--- config.mk ---
export PLATFORM = sky130hd
export DESIGN_NAME = gpio_port
export DESIGN_NICKNAME = d
export VERILOG_FILES = /design/src/rtl/gpio_port_pkg.sv /design/src/rtl/gpio_port_sync.sv /design/src/rtl/gpio_port_regs.sv /design/src/rtl/gpio_port_padmux.sv /design/src/rtl/gpio_port.sv
export SDC_FILE = /design/constraint.sdc
export NUM_CORES = 1
export LEC_CHECK = 0
export ABC_AREA = 0
export BUFFER_PORTS_ARGS = -buffer_cell sky130_fd_sc_hd__buf_4
export CAP_MARGIN = 15
export CORE_AREA = 3 3 71 73
export CTS_CLUSTER_SIZE = 40
export DETAILED_ROUTE_END_ITERATION = 10
export DIE_AREA = 0 0 74 76
export PLACE_DENSITY = 0.78
export SYNTH_ARGS = -nofsm -noshare
export SYNTH_HDL_FRONTEND = slang
export SYNTH_SLANG_ARGS = --single-unit
--- constraint.sdc ---
create_clock -name clk -period 2.2 [get_ports clk]
set_clock_uncertainty 0.05 [all_clocks]
set_input_delay 0.33 -clock clk [delete_from_list [all_inputs] [get_ports clk]]
set_output_delay 0.33 -clock clk [all_outputs]
set_load 0.005 [all_outputs]
--- src/rtl/gpio_port_pkg.sv ---
package gpio_port_pkg;

    localparam int PORT_W  = 8;
    localparam int ADDR_W  = 2;
    localparam int SYNC_N  = 2;

    typedef enum logic [ADDR_W-1:0] {
        OFS_PIN  = 2'd0,
        OFS_DIR  = 2'd1,
        OFS_DATA = 2'd2,
        OFS_NONE = 2'd3
    } port_ofs_e;

    typedef struct packed {
        logic oe;
        logic out;
        logic pu;
    } pad_ctl_t;

    // Register-driven pad controls for one pin.
    function automatic pad_ctl_t normal_ctl(input logic dir_b, input logic dat_b,
                                            input logic kill);
        pad_ctl_t c;
        c.oe  = dir_b;
        c.out = dat_b;
        c.pu  = ~dir_b & dat_b & ~kill;
        return c;
    endfunction

    // Masked merge of new data into a register.
    function automatic logic [PORT_W-1:0] merge_bits(input logic [PORT_W-1:0] cur,
                                                     input logic [PORT_W-1:0] nxt,
                                                     input logic [PORT_W-1:0] msk);
        return (cur & ~msk) | (nxt & msk);
    endfunction

endpackage

--- src/rtl/gpio_port_sync.sv ---
module gpio_port_sync #(
    parameter int W      = gpio_port_pkg::PORT_W,
    parameter int STAGES = gpio_port_pkg::SYNC_N
) (
    input  logic         clk,
    input  logic         rst,
    input  logic [W-1:0] d,
    output logic [W-1:0] q
);
    logic [W-1:0] stg [STAGES];

    always_ff @(posedge clk) begin
        if (rst) begin
            for (int i = 0; i < STAGES; i++) stg[i] <= '0;
        end else begin
            stg[0] <= d;
            for (int i = 1; i < STAGES; i++) stg[i] <= stg[i-1];
        end
    end

    assign q = stg[STAGES-1];
endmodule

--- src/rtl/gpio_port_regs.sv ---
module gpio_port_regs
    import gpio_port_pkg::*;
#(
    parameter int W = PORT_W
) (
    input  logic         clk,
    input  logic         rst,
    input  logic         wr_en,
    input  port_ofs_e    ofs,
    input  logic [W-1:0] wdata,
    input  logic [W-1:0] wmask,
    output logic [W-1:0] dir_q,
    output logic [W-1:0] dat_q
);
    always_ff @(posedge clk) begin
        if (rst) begin
            dir_q <= '0;
            dat_q <= '0;
        end else if (wr_en) begin
            case (ofs)
                OFS_DIR:  dir_q <= merge_bits(dir_q, wdata, wmask);
                OFS_DATA: dat_q <= merge_bits(dat_q, wdata, wmask);
                OFS_PIN:  dat_q <= dat_q ^ (wdata & wmask);
                default:  ;
            endcase
        end
    end
endmodule

--- src/rtl/gpio_port_padmux.sv ---
module gpio_port_padmux
    import gpio_port_pkg::*;
#(
    parameter int W = PORT_W
) (
    input  logic [W-1:0] dir_q,
    input  logic [W-1:0] dat_q,
    input  logic         kill,
    input  logic [W-1:0] ovr_en,
    input  logic [W-1:0] ovr_oe,
    input  logic [W-1:0] ovr_out,
    input  logic [W-1:0] ovr_pu,
    output logic [W-1:0] oe,
    output logic [W-1:0] out,
    output logic [W-1:0] pu
);
    for (genvar n = 0; n < W; n++) begin : g_pin
        pad_ctl_t nrm, alt, sel;
        always_comb begin
            nrm     = normal_ctl(dir_q[n], dat_q[n], kill);
            alt.oe  = ovr_oe[n];
            alt.out = ovr_out[n];
            alt.pu  = ovr_pu[n] & ~kill;
            sel     = ovr_en[n] ? alt : nrm;
        end
        assign oe[n]  = sel.oe;
        assign out[n] = sel.out;
        assign pu[n]  = sel.pu;
    end
endmodule

--- src/rtl/gpio_port.sv ---
module gpio_port
    import gpio_port_pkg::*;
#(
    parameter int WIDTH = PORT_W
) (
    input  logic              clk,
    input  logic              rst,
    input  logic [ADDR_W-1:0] bus_addr,
    input  logic              bus_wr,
    input  logic [WIDTH-1:0]  wr_data,
    input  logic [WIDTH-1:0]  wr_mask,
    output logic [WIDTH-1:0]  rd_data,
    input  logic [WIDTH-1:0]  pad_in,
    input  logic              pu_kill,
    input  logic [WIDTH-1:0]  alt_en,
    input  logic [WIDTH-1:0]  alt_oe,
    input  logic [WIDTH-1:0]  alt_out,
    input  logic [WIDTH-1:0]  alt_pu,
    output logic [WIDTH-1:0]  pad_oe,
    output logic [WIDTH-1:0]  pad_out,
    output logic [WIDTH-1:0]  pad_pu
);
    port_ofs_e        ofs;
    logic [WIDTH-1:0] dir_q, dat_q, pin_q, rd_nxt;

    assign ofs = port_ofs_e'(bus_addr);

    gpio_port_regs #(.W(WIDTH)) u_regs (
        .clk(clk), .rst(rst), .wr_en(bus_wr), .ofs(ofs),
        .wdata(wr_data), .wmask(wr_mask), .dir_q(dir_q), .dat_q(dat_q)
    );

    gpio_port_sync #(.W(WIDTH), .STAGES(SYNC_N)) u_sync (
        .clk(clk), .rst(rst), .d(pad_in), .q(pin_q)
    );

    gpio_port_padmux #(.W(WIDTH)) u_mux (
        .dir_q(dir_q), .dat_q(dat_q), .kill(pu_kill),
        .ovr_en(alt_en), .ovr_oe(alt_oe), .ovr_out(alt_out), .ovr_pu(alt_pu),
        .oe(pad_oe), .out(pad_out), .pu(pad_pu)
    );

    always_comb begin
        case (ofs)
            OFS_PIN:  rd_nxt = pin_q;
            OFS_DIR:  rd_nxt = dir_q;
            OFS_DATA: rd_nxt = dat_q;
            default:  rd_nxt = '0;
        endcase
    end

    always_ff @(posedge clk) begin
        if (rst) rd_data <= '0;
        else     rd_data <= rd_nxt;
    end
endmodule

==> summary.md <==
| Metric | Value |
|---|---|
| #FFs+latches synth | `40` |
| Rows | `24` |
| Net Sw Frac | `0.241` |
| Core Area | `0.00441 mm2` |
| Root Driver | `clkbuf_8` |
| Initial core utilization | `0.456` |
| Routed Antenna Nets | `0` |
| Post-Synthesis Cells | `approximately 220` |
| Leakage | `between 0.001 and 0.0015 uW` |
| # Post-CTS Setup Buffers | `0` |
| WP data required | `1820 ps` |
| Area of the mapped netlist | `between 0.002 and 0.0025 mm2` |
| GP Congestion | `roughly 0.73` |
| Max Cap Viol | `0` |
| Final net count | `363` |
| CTS Buffer Depth | `2` |
| Fmax | `642 MHz` |
| Initial antenna violation count | `0` |
| Worst path slowest cell | `dfxtp_1` |
| Buf+Inv Stages, Crit Path | `1` |
| Worst hold slack | `between 150 and 200 ps` |
| RSZ-0062 raised after global routing | `no` |
| Worst EP arrival | `roughly 1200 ps` |
| Gate power share | `0.183` |
| Min-Delay Startpoint | `pad_in[6]` |
| Least-Margin Pin Slew | `roughly 550 ps` |
| Final setup violation count | `0` |
| Post-Route WL | `approximately 5000 um` |
| Hold Vio Cnt, Final | `0` |
| Area of the multi-input gates | `roughly 0.0011 mm2` |
| Iteration-0 DRC Markers | `110` |
| Register area | `approximately 800 um2` |
| DIE WIDTH | `74 um` |
| I/O pins | `between 90 and 100` |
| Slew Limit Fails | `0` |
| Total GRT Usage | `0.174` |
| Antenna Cells | `0` |
| Chip height | `76 um` |
| Total Neg Setup Slack | `0 ps` |
| Sequential power share | `0.493` |
| CTS tree | `yes` |
| GRT overflow | `0` |
| Post-CTS resize count | `0` |
| TritonCTS Buffers | `5` |
| Peak VDD IR | `about 470 uV` |
| Netlist cell types | `21` |
| Kind of cell adding the most delay to the critical path | `flip-flops` |
| Final worst path period share | `0.708` |
| Crit end category | `primary output` |
| Yosys warns | `0` |
| Relative slew margins | `0.629` |
| Outcome | `completed` |
| Sequential area share after synthesis | `0.398` |
| P_sw | `roughly 370 uW` |
| Worst Hold Class | `input pin to register` |
| DRT Pass-1 Iters | `4` |
| Syn nets | `277` |
| # DRC | `0` |
| DR vias | `roughly 1900` |
| Hold Crit Depth | `2` |
| Avg WL per Cell | `~14 um` |
| Clock power share | `0.324` |
| Crit path kind | `register to primary output` |
| Cell depth of the worst flop-to-flop path | `3` |
| FILL cells | `approximately 390` |
| Largest net degree at the start of global routing | `between 40 and 50` |
| I/O Buffers | `just over 90` |
| Post-synth EDFFs | `0` |
| Most frequent cells in the layout | `93 x buf_4, 40 x dfxtp_1, 32 x nor2_1, 17 x nor2b_1` |
| Pwr Density | `between 500 and 600 mW/mm2` |
| Layout cells sized above 1 | `0.404` |
| Critical path, cell by cell | `nor3b_1, a21oi_1, nor2_1, buf_4` |
| Clk_lat worst skew | `about 290 ps` |
| # H-tree levels | `2` |
| Final worst path period need | `1560 ps` |
| Crit path launch type | `register` |
| Clk sinks | `40` |
| Ys flop type | `dfxtp_1` |
| CTS clk-pin slew, worst paths | `approximately 70 ps` |
| Largest stage delay on the critical path | `roughly 400 ps` |
| Most common cell after layout, fill and taps aside | `buf_4` |
| DP Wirelength | `~3500 um` |
| First-pass GRT wire length | `7840 um` |
| R2R Setup Slk | `about 1100 ps` |
| Vias per inst | `5.24` |
| WHS Endpoint | `u_sync.stg[0][6]` |
| Syn Area/Cell | `just over 9 um2` |
| Synth-to-Final Area Change | `38.7%` |
| Ys async rst share | `0` |
| CP Max Fanout | `6` |
| Vias in the first global route | `around 1800` |
| Hold_buf cts | `0` |
| Internal power | `approximately 1200 uW` |
| Die ar. | `around 0.0056 mm2` |
## final cells by class
type                       count  share of cell area
clock buffer                   7              0.0309
multi-input combinational    161               0.406
timing repair buffer          93               0.250
tap                           52              0.0233
sequential                    40               0.287
clock inverter                 1             0.00269
## synthesized netlist by cell type, types with 6 or more instances
library cell / instances / share of area
a21oi_1: 16 / 0.040
a2bb2oi_1: 8 / 0.035
and2_1: 8 / 0.025
and4bb_2: 6 / 0.037
clkbuf_1: 7 / 0.013
dfxtp_1: 40 / 0.40
mux2_2: 16 / 0.090
mux2i_1: 16 / 0.080
nand3b_1: 8 / 0.030
nand4b_1: 8 / 0.035
nor2_1: 32 / 0.060
nor2b_1: 17 / 0.053
nor3b_1: 8 / 0.030
o21ai_0: 12 / 0.030
## worst max-delay path by stage
| stage | startpoint | end | cells past startpoint |
|---|---|---|---|
| floorplan | bus_addr[0] | register | 5 |
| global placement | bus_addr[1] | rd_data[0] | 4 |
| detailed placement | bus_addr[1] | rd_data[7] | 4 |
| CTS | register | pad_pu[1] | 4 |
| global route | register | pad_pu[4] | 4 |
| finish | register | pad_pu[1] | 4 |
## power by group through the flow
stage | combinational (uW) | sequential, uW | clock (uW)
floorplan | 134 | 778 | 0
global placement | 279 | 783 | 0
detailed placement | 285 | 784 | 0
CTS | 286 | 767 | 509
global route | 310 | 770 | 547
finish | 284 | 766 | 503
## cell families after synthesis
family	count (synthesis)	share of synthesized area
AOI/OAI and AO/OA	40	0.114
buffers and inverters	14	0.0392
DFF	40	0.398
muxes	32	0.169
and+or+nand+nor	89	0.279
## metal layers
layer	global-route usage	up-vias	part of all wire
li1	-	933	-
met1	0.215	842	0.44
met2	0.275	68	0.45
met3	0.0620	11	0.091
met4	0.0634	0	0.018
met5	0	-	0
## per-stage QoR
stage	std cells	utilization	power (uW)	setup slack [ps]	area (um2)
detailed placement	346	0.611	1070	709	2700
global route	354	0.632	1630	481	2790
CTS	354	0.632	1560	624	2790
finish	354	0.632	1550	643	2790
global placement	346	0.611	1060	743	2700
floorplan	215	-	912	1110	2010
## worst register-to-register path, delay by kind of cell (launching register included)
family	cells	cell delay (ps)
simple gates	1	240
compound gates	2	240
flops	1	420
Note: power is estimated with default switching activity, not from simulation.
